<file path="config.mk">
export PLATFORM = sky130hd
export DESIGN_NAME = cct_timer
export DESIGN_NICKNAME = d
export VERILOG_FILES = /design/src/rtl/cct_pkg.sv /design/src/rtl/cct_sync_edge.sv /design/src/rtl/cct_tick_gen.sv /design/src/rtl/cct_counter.sv /design/src/rtl/cct_timer.sv
export SDC_FILE = /design/constraint.sdc
export NUM_CORES = 1
export LEC_CHECK = 0
export ABC_CLOCK_PERIOD_IN_PS = 2400
export BUFFER_PORTS_ARGS = -buffer_cell sky130_fd_sc_hd__buf_2
export CORE_ASPECT_RATIO = 0.75
export CORE_MARGIN = 1.5
export CORE_UTILIZATION = 54
export DETAILED_ROUTE_END_ITERATION = 10
export PLACE_DENSITY = 0.78
export SETUP_SLACK_MARGIN = 0.1
export SYNTH_ARGS = -nofsm -noshare
export SYNTH_HDL_FRONTEND = slang
export SYNTH_SLANG_ARGS = --single-unit
</file>
<file path="constraint.sdc">
create_clock -name clk -period 2.4 [get_ports clk]
set_input_delay 0.48 -clock clk [delete_from_list [all_inputs] [get_ports clk]]
set_output_delay 0.48 -clock clk [all_outputs]
set_load 0.005 [all_outputs]
</file>
<file path="src/rtl/cct_pkg.sv">
package cct_pkg;

    localparam int DATA_W = 32;
    localparam int ADDR_W = 3;
    localparam int STAT_W = 2;
    localparam int STAT_MATCH = 0;
    localparam int STAT_CAP   = 1;

    // bits kept in the control word: 15 and 10:0
    localparam logic [15:0] CTRL_KEEP = 16'h87FF;

    typedef enum logic [ADDR_W-1:0] {
        A_CTRL  = 3'd0,
        A_PRESC = 3'd1,
        A_CMP   = 3'd2,
        A_CAP   = 3'd3,
        A_COUNT = 3'd4,
        A_STAT  = 3'd5
    } reg_addr_e;

    typedef enum logic [2:0] {
        SRC_NONE  = 3'd0,
        SRC_PCLK  = 3'd1,
        SRC_PCLK4 = 3'd2,
        SRC_EXT   = 3'd3,
        SRC_SLOW  = 3'd4
    } clk_src_e;

    typedef enum logic [1:0] {
        EDGE_NONE = 2'd0,
        EDGE_RISE = 2'd1,
        EDGE_FALL = 2'd2,
        EDGE_BOTH = 2'd3
    } edge_sel_e;

    typedef struct packed {
        logic       swr;        // 15
        logic [3:0] rsvd;       // 14:11
        logic       hold;       // 10
        logic       pulse_mode; // 9
        logic       free_run;   // 8
        logic [1:0] edge_sel;   // 7:6
        logic       cap_en;     // 5
        logic       irq_en;     // 4
        logic [2:0] src;        // 3:1
        logic       en;         // 0
    } ctrl_t;

    function automatic logic edge_hit(input logic [1:0] sel,
                                      input logic rise, input logic fall);
        logic hit;
        case (sel)
            EDGE_RISE: hit = rise;
            EDGE_FALL: hit = fall;
            EDGE_BOTH: hit = rise | fall;
            default:   hit = 1'b0;
        endcase
        return hit;
    endfunction

endpackage

</file>
<file path="src/rtl/cct_sync_edge.sv">
module cct_sync_edge
    import cct_pkg::*;
#(
    parameter int STAGES = 2
) (
    input  logic       clk,
    input  logic       rst,
    input  logic       din,
    input  logic [1:0] sel,
    output logic       hit
);
    // sh[STAGES-1] is the synchronised level, sh[STAGES] its previous value
    logic [STAGES:0] sh;

    always_ff @(posedge clk) begin
        if (rst) sh <= '0;
        else     sh <= {sh[STAGES-1:0], din};
    end

    always_comb begin
        hit = edge_hit(sel, sh[STAGES-1] & ~sh[STAGES], ~sh[STAGES-1] & sh[STAGES]);
    end
endmodule

</file>
<file path="src/rtl/cct_tick_gen.sv">
module cct_tick_gen
    import cct_pkg::*;
#(
    parameter int PRE_W = 16
) (
    input  logic             clk,
    input  logic             clr,
    input  logic             run,
    input  logic [2:0]       src,
    input  logic [PRE_W-1:0] presc,
    input  logic             ext_rise,
    input  logic             slow_rise,
    output logic             tick
);
    logic [1:0]       div_q;
    logic [PRE_W-1:0] pre_q;
    logic             src_pulse;
    logic             pre_done;

    always_comb begin
        case (src)
            SRC_PCLK:  src_pulse = 1'b1;
            SRC_PCLK4: src_pulse = (div_q == 2'd3);
            SRC_EXT:   src_pulse = ext_rise;
            SRC_SLOW:  src_pulse = slow_rise;
            default:   src_pulse = 1'b0;
        endcase
        pre_done = (pre_q >= presc);
        tick     = run & src_pulse & pre_done;
    end

    always_ff @(posedge clk) begin
        if (clr || !run) begin
            div_q <= '0;
            pre_q <= '0;
        end else begin
            div_q <= div_q + 2'd1;
            if (src_pulse) pre_q <= pre_done ? '0 : pre_q + 1'b1;
        end
    end
endmodule

</file>
<file path="src/rtl/cct_counter.sv">
module cct_counter #(
    parameter int CNT_W = 32
) (
    input  logic             clk,
    input  logic             clr,
    input  logic             run,
    input  logic             hold,
    input  logic             free_run,
    input  logic             pulse_mode,
    input  logic             tick,
    input  logic [CNT_W-1:0] cmp,
    output logic [CNT_W-1:0] count,
    output logic             match,
    output logic             cmp_out
);
    always_comb match = tick & (count == cmp);

    always_ff @(posedge clk) begin
        if (clr || (!run && !hold)) begin
            count   <= '0;
            cmp_out <= 1'b0;
        end else begin
            if (tick) count <= (match && !free_run) ? '0 : count + 1'b1;
            if (pulse_mode)  cmp_out <= match;
            else if (match)  cmp_out <= ~cmp_out;
        end
    end
endmodule

</file>
<file path="src/rtl/cct_timer.sv">
module cct_timer
    import cct_pkg::*;
#(
    parameter int CNT_W = 32,
    parameter int PRE_W = 16
) (
    input  logic              clk,
    input  logic              rst,
    input  logic              bus_wr,
    input  logic              bus_rd,
    input  logic [ADDR_W-1:0] bus_addr,
    input  logic [DATA_W-1:0] bus_wdata,
    output logic [DATA_W-1:0] bus_rdata,
    input  logic              cap_in,
    input  logic              ext_clk,
    input  logic              slow_clk,
    output logic              irq,
    output logic              cmp_out
);
    localparam int N_SYNC = 3; // lanes: 0 ext, 1 slow, 2 capture

    ctrl_t             ctrl_q;
    logic [PRE_W-1:0]  presc_q;
    logic [CNT_W-1:0]  cmp_q;
    logic [CNT_W-1:0]  cap_q;
    logic [STAT_W-1:0] status_q;
    logic [CNT_W-1:0]  count_w;
    logic              tick_w;
    logic              match_w;
    logic              clr;
    logic [N_SYNC-1:0] sync_in;
    logic [N_SYNC-1:0] sync_hit;
    logic [2*N_SYNC-1:0] sync_sel;
    logic              cap_hit;
    logic [STAT_W-1:0] stat_clr;
    logic [DATA_W-1:0] rd_word;

    assign clr = rst | ctrl_q.swr;
    assign sync_in  = {cap_in, slow_clk, ext_clk};
    assign sync_sel = {ctrl_q.edge_sel, EDGE_RISE, EDGE_RISE};

    for (genvar g = 0; g < N_SYNC; g++) begin : g_sync
        cct_sync_edge #(.STAGES(2)) u_sync (
            .clk (clk),
            .rst (rst),
            .din (sync_in[g]),
            .sel (sync_sel[2*g +: 2]),
            .hit (sync_hit[g])
        );
    end

    cct_tick_gen #(.PRE_W(PRE_W)) u_tick (
        .clk       (clk),
        .clr       (clr),
        .run       (ctrl_q.en),
        .src       (ctrl_q.src),
        .presc     (presc_q),
        .ext_rise  (sync_hit[0]),
        .slow_rise (sync_hit[1]),
        .tick      (tick_w)
    );

    cct_counter #(.CNT_W(CNT_W)) u_cnt (
        .clk        (clk),
        .clr        (clr),
        .run        (ctrl_q.en),
        .hold       (ctrl_q.hold),
        .free_run   (ctrl_q.free_run),
        .pulse_mode (ctrl_q.pulse_mode),
        .tick       (tick_w),
        .cmp        (cmp_q),
        .count      (count_w),
        .match      (match_w),
        .cmp_out    (cmp_out)
    );

    assign cap_hit  = ctrl_q.cap_en & sync_hit[2];
    assign stat_clr = (bus_wr && bus_addr == A_STAT) ? bus_wdata[STAT_W-1:0] : '0;

    always_ff @(posedge clk) begin
        if (clr) begin
            ctrl_q   <= '0;
            presc_q  <= '0;
            cmp_q    <= '0;
            cap_q    <= '0;
            status_q <= '0;
        end else begin
            if (bus_wr) begin
                case (bus_addr)
                    A_CTRL:  ctrl_q  <= ctrl_t'(bus_wdata[15:0] & CTRL_KEEP);
                    A_PRESC: presc_q <= bus_wdata[PRE_W-1:0];
                    A_CMP:   cmp_q   <= bus_wdata[CNT_W-1:0];
                    default: ;
                endcase
            end
            if (cap_hit) cap_q <= count_w;
            status_q[STAT_MATCH] <= (status_q[STAT_MATCH] & ~stat_clr[STAT_MATCH]) | match_w;
            status_q[STAT_CAP]   <= (status_q[STAT_CAP]   & ~stat_clr[STAT_CAP])   | cap_hit;
        end
    end

    assign irq = ctrl_q.irq_en & (|status_q);

    always_comb begin
        rd_word = '0;
        case (bus_addr)
            A_CTRL:  rd_word[15:0]        = ctrl_q;
            A_PRESC: rd_word[PRE_W-1:0]   = presc_q;
            A_CMP:   rd_word[CNT_W-1:0]   = cmp_q;
            A_CAP:   rd_word[CNT_W-1:0]   = cap_q;
            A_COUNT: rd_word[CNT_W-1:0]   = count_w;
            A_STAT:  rd_word[STAT_W-1:0]  = status_q;
            default: rd_word = '0;
        endcase
        bus_rdata = bus_rd ? rd_word : '0;
    end
endmodule

</file>
==> qor.txt, run 1 <==
WHS: 0.2470 ns
crit path cell chain: inv_2 -> ha_4 -> and4_4 -> o211ai_1 -> o32a_1 -> a21boi_2 -> nand3_2 -> buf_12 -> o31ai_2
IO buf count: 75
design area: 0.01046 sq mm
root buffer cell: clkbuf_16
setup tns final: -0.04629 ns
FMAX: 0.4134 GHz
gp weighted congestion: 1.002
worst hold-check path type: in2reg
Ys Warns: 0
Hold Fails Final Rpt: 0
Netlist cell types: 60
GRT met1 Usage: 47.92%
reg2reg setup slack: -0.02 ns
Post-Syn Instances: 1009
Site Rows: 38
Worst R2R End: u_cnt.count[21]
Die X: 144.3 um
slowest stage delay, CP: 0.40 ns
pin slew with the least headroom to its limit: 1.183 ns
Clock Skew: 0.01148 ns
Worst Path Arrival: 2.78 ns
Layout area overhead: 29.31%
DRT iter0 DRCs: 1160
DR vias/cell: 6.112
Period minus WS final: 2.419 ns
Final WS setup: -0.01892 ns
CP Launch Type: flop
grt met3 use: 10.32%
DIE AREA: 0.01573 sq mm
first-pass GRT wire length: 40.40 mm
DPL Wire Length: 18.15 mm
largest net degree at the start of global routing: 95
initial core utilization: 55.58%
most frequent cells in the layout: nand2_1, dfxtp_1, nor2_1
initial antenna violation count: 1
GRT Resource Usage Total: 34.13%
Setup WS pre-CTS: -0.07661 ns
Tcrit/Tclk final: 100.8%
Pwr Density: 548.8 mW/mm^2
grt peak-use layer: met2
number of global-route vias before repair: 7508
Hold Crit Start: ext_clk
Die Ht: 109.0 um
placed inst area: 0.009126 sq mm
total wire length: 27.65 mm
via count: 8245
Sink Count: 154
fin util: 71.87%
final setup violation count: 3
post-route ant nets: 0
synthesized area: 0.008087 sq mm
Seq/Total Area, Yosys: 38.12%
synthesized net count: 1072
DRC violations left: 0
Hold Path End: g_sync[0].u_sync.sh[0]
crit-path max FO: 6
IO Pins: 76
Max stage delay cell, worst path: o32a_1
CP delay by family, top: compound AO/OA/AOI/OAI gates
fillcell total: 1064
worst r2r src: presc_q[9]
Slew Limit Fails: 0
NumNets Final: 1199
Max VDD drop: 555.5 uV
status: finished with violations
hold-critical path depth: 2
GR Layer Usage met2: 48.91%
Max-Cap Viols: 0
Mean Syn Cell Area: 8.014 sq um
drt wl/cell: 20.50 um
grt ovf: 0
Max clock buf depth: 2
CTS buffer count: 17
commonest non-fill, non-tap cell in the layout: nand2_1
core area: 0.01455 sq mm
Initial DRT Pass Iterations: 6
Post-synth EDFFs: 0
worst path bufs/invs: 2
Lkg Pwr: 3.817 nW
layout cells sized above 1: 27.76%
Critical Path RT: 2.76 ns
n_diodes: 0
Post-synth ARST share: 0%
Crit Path Category: reg2reg
hold-fix buffers at CTS: 0
CP Capture Type: flop
reg2reg path depth: 9
worst skew pair latency: 0.45 ns
RSZ-0062 raised after global routing: true
Post-synth top flop: dfxtp_1
CTS tree: built
Slew HR: 20.60%
Clock Pin Slew Worst Setup and Hold Paths: 0.07 ns
failing checks: setup timing
H-tree levels: 4
Synth Register Bits: 154
[power breakdown]
part / switching, mW / internal, mW
combinational: 0.317 / 0.196
clock: 1.21 / 1.41
sequential: 0.0274 / 2.58
[layer usage]
| layer | share of wire [%] | vias to the layer above |
|---|---|---|
| met4 | 3.6 | 2 |
| li1 | - | 3745 |
| met3 | 12 | 106 |
| met5 | 0.047 | - |
| met2 | 43 | 535 |
| met1 | 42 | 3857 |
[through the flow]
step | total power [mW] | cells
final | 5.738 | 1349
after global routing | 5.873 | 1349
after global placement | 3.067 | 1295
after CTS | 5.637 | 1332
after floorplan | 2.891 | 1009
after detailed placement | 3.074 | 1295
[state kept, by name, summed over array words and instances, names as in the netlist]
register	flops
u_cnt.count	32
status_q	2
cap_q	32
u_cnt.cmp_out	1
ctrl_q	12
presc_q	16
g_sync.u_sync.sh	9
u_tick.div_q	2
u_tick.pre_q	16
cmp_q	32
[worst max path at each step]
stage / cells past startpoint / slack (ns) / from / endpoint
2_1_floorplan: 7 / 0.12 / bus_addr[1] / bus_rdata[10]
3_3_place_gp: 8 / 0.02 / presc_q[0] / status_q[0]
3_5_place_dp: 9 / -0.08 / presc_q[13] / u_cnt.count[28]
4_1_cts: 9 / 0.01 / presc_q[14] / u_cnt.count[27]
5_1_grt: 9 / -0.06 / presc_q[8] / u_cnt.count[27]
6_report: 9 / -0.02 / presc_q[9] / u_cnt.count[21]
[cells in the mapped netlist (4+ instances only)]
library cell  count  share of area, %
nand2_1         156               7.2
dfxtp_1         154                38
nor2_1          120               5.6
a21oi_1         117               7.2
mux2i_1          63               7.8
clkbuf_1         62               2.9
xnor2_1          44               4.8
inv_1            27               1.3
nand4_1          24               1.9
ha_1             21               3.2
nand3_1          21               1.3
and3_1           18               1.4
a22oi_1          15               1.4
o21ai_0          15              0.93
nor2b_1          14               1.1
buf_2            13              0.80
o31ai_1          11               1.0
xor2_1           11               1.2
and2_1            9              0.70
a2bb2oi_1         8              0.87
and4_1            7              0.76
a32oi_1           6              0.65
mux2_2            6              0.84
nor4_1            5              0.39
o21a_1            5              0.46
nand2b_1          4              0.31
nor3_1            4              0.25
o211ai_1          4              0.37
[cell families after synthesis]
family	after synthesis	share of synthesized area, %
AOI/OAI and AO/OA	209	16.23
xor gates and xnor gates	55	5.957
adders and majority gates	21	3.249
buffers and inverters	104	5.029
DFF	154	38.12
muxes	70	8.912
and+or+nand+nor	396	22.50
[cell type report]
cell class              count  area (sq um)  share of cell area, %
well taps                 200         250.2                  2.393
repair buffers            185          1338                  12.79
clock buffers              20         456.7                  4.368
inverters                  27         101.3                 0.9692
clock inverters            12         103.9                 0.9932
multi-input cells         751          5094                  48.71
flip-flops and latches    154          3113                  29.77
[timing repair]
action                     in CTS  in global routing
cloned                          1                  2
buffers inserted                4                 15
resized for setup              33                 88
pin swaps                      14                 43
setup endpoints to repair      24                 81
(Power assumes the default switching activity.)
==> run 2, diff against run 1 <==
--- a/config.mk
+++ b/config.mk
@@ -18 +18,2 @@
 export SYNTH_SLANG_ARGS = --single-unit
+export TNS_END_PERCENT = 50
--- a/constraint.sdc
+++ b/constraint.sdc
@@ -3,2 +3,2 @@
 set_output_delay 0.48 -clock clk [all_outputs]
-set_load 0.005 [all_outputs]
+set_load 0.05 [all_outputs]
==> qor.txt, run 2 (synthesis results as in run 1) <==
GRT Resource Usage Total: 32.25%
CP delay by family, top: compound AO/OA/AOI/OAI gates
worst hold-check path type: in2reg
hold-fix buffers at CTS: 0
fin util: 72.76%
final setup violation count: 0
DIE AREA: 0.01573 sq mm
FMAX: 0.4208 GHz
DR vias/cell: 6.034
commonest non-fill, non-tap cell in the layout: nand2_1
gp weighted congestion: 0.9878
pin slew with the least headroom to its limit: 1.036 ns
CTS buffer count: 17
Post-Layout Cell Count: 1339
most frequent cells in the layout: nand2_1, dfxtp_1, a21oi_1
IO Pins: 76
worst path bufs/invs: 2
Clock Skew: 0.01002 ns
Die Ht: 109.0 um
Slew Limit Fails: 0
Period minus WS final: 2.376 ns
Die X: 144.3 um
worst skew pair latency: 0.44 ns
crit path cell chain: inv_1 -> ha_1 -> and4_4 -> o211ai_1 -> o32a_1 -> a21boi_2 -> buf_4 -> nand2_1 -> o41ai_1
Sink Count: 154
Max-Cap Viols: 0
via count: 8079
status: completed
Hold Fails Final Rpt: 0
first-pass GRT wire length: 38.32 mm
total wire length: 26.06 mm
DPL Wire Length: 17.16 mm
initial core utilization: 55.58%
Layout area overhead: 30.90%
crit-path max FO: 8
drt wl/cell: 19.46 um
Clock Pin Slew Worst Setup and Hold Paths: 0.07 ns
Max VDD drop: 459.5 uV
core area: 0.01455 sq mm
total chip power: 5.815 mW
H-tree levels: 4
number of global-route vias before repair: 7215
Setup WS pre-CTS: -0.1178 ns
Top Registers: cap_q (32), cmp_q (32), u_cnt.count (32)
Worst Path Arrival: 2.71 ns
Critical Path RT: 2.74 ns
largest net degree at the start of global routing: 95
initial antenna violation count: 1
DRC violations left: 0
setup tns final: 0 ns
RSZ-0062 raised after global routing: true
Initial DRT Pass Iterations: 8
IO buf count: 75
Tcrit/Tclk final: 99.01%
NumNets Final: 1188
Max stage delay cell, worst path: o32a_1
Final WS setup: 0.02383 ns
grt ovf: 0
Pwr Density: 549.4 mW/mm^2
CP Launch Type: flop
layout cells sized above 1: 28.47%
CTS tree: built
slowest stage delay, CP: 0.37 ns
post-route ant nets: 0
Slew HR: 30.95%
Crit Path Category: reg2reg
Site Rows: 38
CP Capture Type: flop
DRT iter0 DRCs: 810
# placed instances: 1291
Max clock buf depth: 2
root buffer cell: clkbuf_16
Lkg Pwr: 3.749 nW
==> run 2: cell count changes in the layout (fill, tap and decap cells not counted), moves of 5 or more <==
cell | previous run | this run
a21oi_1 | 114 | 104
a21oi_4 | 0 | 10
a22oi_1 | 14 | 9
a22oi_2 | 1 | 6
buf_2 | 73 | 55
clkbuf_4 | 1 | 8
inv_1 | 17 | 22
inv_2 | 10 | 5
nor2_1 | 119 | 103
nor2_4 | 0 | 13
==> run 2: area by class of cell <==
type                       count  area, sq um
clock inverter                15        155.1
multi-input combinational    751         5230
antenna                        1        2.502
inverter                      27        101.3
fill                        1048         3964
tap                          200        250.2
sequential                   154         3108
clock buffer                  17        425.4
timing repair buffer         174         1313
==> run 2: worst paths after layout <==
kind                                       from  slack (ns)  cells after the start                      to
worst max register to register      presc_q[12]        0.02                      9          u_cnt.count[3]
worst min register to register  u_tick.div_q[0]        0.43                      1         u_tick.div_q[0]
worst max-delay path                presc_q[12]        0.02                      9          u_cnt.count[3]
worst min-delay path                     cap_in        0.24                      2  g_sync[2].u_sync.sh[0]
==> run 2: routing by layer <==
layer  global-route usage, %  vias up  part of all wire, %
met4                   12.12        2                  2.6
met1                   45.27     3813                   43
met5                       0        -                0.042
met3                   8.081       80                   11
met2                   47.74      453                   44
li1                        -     3731                    -
==> run 2: stage by stage <==
stage | hold slack (ns) | area [sq um]
floorplan | 0.4043 | 8358
CTS | 0.2521 | 10110
finish | 0.2446 | 10590
detailed placement | 0.4237 | 9353
global placement | 0.4193 | 9353
global route | 0.2560 | 10580
==> run 2: power by group <==
part / switching (mW) / internal, mW / total (mW) / leakage [nW]
logic: 0.336 / 0.202 / 0.538 / 2.22
registers: 0.0240 / 2.58 / 2.60 / 1.25
clock network: 1.21 / 1.46 / 2.67 / 0.276
total: 1.57 / 4.24 / 5.82 / 3.75
==> run 2: what timing repair did <==
| action | in CTS | in global routing |
|---|---|---|
| resized for setup | 37 | 91 |
| pin swaps | 9 | 21 |
| cloned | 0 | 0 |
| setup endpoints to repair | 60 | 67 |
| buffers inserted | 5 | 10 |
==> run 3, diff against run 2 <==
Settings changed: ABC_AREA set to 1.
==> qor.txt, run 3 <==
final setup violation count: 0
CTS tree: built
Tcrit/Tclk final: 96.10%
crit path cell chain: buf_2 -> inv_1 -> nor2_1 -> nand2_1 -> buf_4 -> buf_4 -> o22ai_1 -> a221oi_1 -> nor2_1 -> buf_2
fillcell total: 1245
FMAX: 0.4336 GHz
root buffer cell: clkbuf_16
DRT iter0 DRCs: 900
Slew HR: 54.39%
Setup WS pre-CTS: 0.02839 ns
CP endpoint: bus_rdata[12]
initial core utilization: 54.89%
Clock Pin Slew Worst Setup and Hold Paths: 0.06 ns
Max-Cap Viols: 0
slowest stage delay, CP: 0.27 ns
initial antenna violation count: 0
Max stage delay cell, worst path: buf_2
n_diodes: 0
Post-synth top flop: dfxtp_1
core area: 0.01441 sq mm
reg2reg path depth: 9
Pwr Density: 608.0 mW/mm^2
worst r2r src: presc_q[15]
Multi-input gate area: 0.004287 sq mm
top cells by area, synth: dfxtp_1, nand2_1, nor2_1
first-pass GRT wire length: 37.08 mm
Worst Path Arrival: 1.83 ns
worst hold-check path type: in2reg
status: completed
H-tree levels: 4
synthesized area: 0.007908 sq mm
Die Ht: 107.8 um
largest area contributor in the netlist: dfxtp_1
Period minus WS final: 2.306 ns
RSZ-0062 raised after global routing: true
Site Rows: 38
CP Capture Type: primary output
Clock Skew: 0.01076 ns
most frequent cell after synthesis: nand2_1
Hold Fails Final Rpt: 0
Ys Warns: 0
synthesized net count: 1219
Crit Path Category: in2out
most instantiated cells after synthesis: nand2_1, nor2_1, dfxtp_1, inv_1, o21ai_0
Sink Count: 154
DIE AREA: 0.01539 sq mm
worst skew pair latency: 0.44 ns
pin slew with the least headroom to its limit: 0.6825 ns
post-route ant nets: 0
Initial DRT Pass Iterations: 6
Final WS setup: 0.09359 ns
Synth Register Bits: 154
Seq/Total Area, Yosys: 38.99%
largest net degree at the start of global routing: 64
Worst setup startpoint: bus_addr[1]
reg2reg setup slack: 0.14 ns
most frequent cells in the layout: nand2_1, nor2_1, dfxtp_1
Worst R2R End: u_tick.pre_q[8]
Post-synth EDFFs: 0
Register Area: 0.003083 sq mm
Post-synth ARST share: 0%
DRC violations left: 0
layout cells sized above 1: 15.57%
via count: 8123
Netlist cell types: 41
Post-Syn Instances: 1156
total chip power: 5.812 mW
gp weighted congestion: 0.9342
Max VDD drop: 471.6 uV
Lkg Pwr: 3.855 nW
Die X: 142.7 um
number of global-route vias before repair: 7365
drt wl/cell: 15.97 um
Mean Syn Cell Area: 6.840 sq um
DPL Wire Length: 16.07 mm
commonest non-fill, non-tap cell in the layout: nand2_1
Slew Limit Fails: 0
IO Pins: 76
grt ovf: 0
Top Registers: cap_q (32), cmp_q (32), u_cnt.count (32)
Layout area overhead: 20.87%
GRT Resource Usage Total: 30.89%
IO buf count: 75
Max clock buf depth: 2
NumNets Final: 1296
CP Launch Type: input port
total wire length: 23.09 mm
CTS buffer count: 17
Critical Path RT: 1.92 ns
WHS: 0.2476 ns
crit-path max FO: 5
DR vias/cell: 5.618
top-area cell type share of the netlist area: 38.99%
[run 3: changes by cell type in the layout (fill, tap and decap cells not counted), moves of 15 or more]
cell | previous run | this run
nand2_1 | 155 | 207
nor2_1 | 103 | 167
dfxtp_1 | 138 | 154
buf_4 | 91 | 28
inv_1 | 22 | 131
mux2i_1 | 63 | 0
xnor2_1 | 40 | 6
nand3_1 | 20 | 43
o21ai_0 | 13 | 121
nor3_1 | 3 | 18
and3_1 | 18 | 0
[run 3: critical path, delay by kind of cell]
family                 cells  cell delay [ns]
AO/OA/AOI/OAI              2             0.18
AND/OR/NAND/NOR            3             0.35
buffers and inverters      5             0.80
[run 3: where the power goes]
part	switching (mW)	leakage [nW]	total (mW)	internal [mW]
sequential	0.0269	1.25	2.63	2.60
clock	1.08	0.283	2.74	1.66
combinational	0.297	2.33	0.443	0.146
[run 3: cell type report]
type                       instances  share of cell area, %
multi-input combinational        812                  44.85
sequential                       154                  32.26
tap                              200                  2.618
clock buffer                      21                  4.713
clock inverter                    11                  1.519
timing repair buffer             108                  8.548
inverter                         140                  5.498
[run 3: metrics by stage]
step           std cells  setup TNS [ns]  utilization, %  instance area, sq um
4_1_cts             1441               0           64.66                  9315
3_5_place_dp        1409               0           60.46                  8710
6_report            1446               0           66.35                  9558
3_3_place_gp        1409               0           60.46                  8710
5_1_grt             1446        -0.01396           66.35                  9558
2_1_floorplan       1156         -0.4667               -                  7999
[run 3: worst min-delay path by stage]
stage	depth (start not counted)	startpoint	end
6_report	3	ext_clk	g_sync[0].u_sync.sh[0]
3_3_place_gp	2	g_sync[0].u_sync.sh[0]	g_sync[0].u_sync.sh[1]
3_5_place_dp	2	g_sync[0].u_sync.sh[0]	g_sync[0].u_sync.sh[1]
2_1_floorplan	2	g_sync[0].u_sync.sh[0]	g_sync[0].u_sync.sh[1]
5_1_grt	3	slow_clk	g_sync[1].u_sync.sh[0]
4_1_cts	3	ext_clk	g_sync[0].u_sync.sh[0]
[run 3: logic make-up (layout without fill, tap and decap cells)]
kind of cell | after synthesis | in the layout | share of synthesized area, %
xor gates and xnor gates | 31 | 31 | 3.434
DFF | 154 | 154 | 38.99
buffers and inverters | 190 | 280 | 9.430
and+or+nand+nor | 479 | 479 | 25.48
AOI/OAI and AO/OA | 281 | 281 | 19.35
adders and majority gates | 21 | 21 | 3.323
[run 3: timing repair]
action | CTS | global route
hold buffers | 0 | 0
cloned | 0 | 1
pin swaps | 0 | 4
gates resized for setup | 4 | 58
setup endpoints to repair | 8 | 61
buffers inserted | 0 | 4
[run 3: routing by layer]
metal	part of all wire [%]	global-route usage, %	up-vias
met5	0	0	-
met3	10	7.785	40
li1	-	-	3947
met1	46	44.48	3719
met4	1.8	8.984	0
met2	42	45.28	417
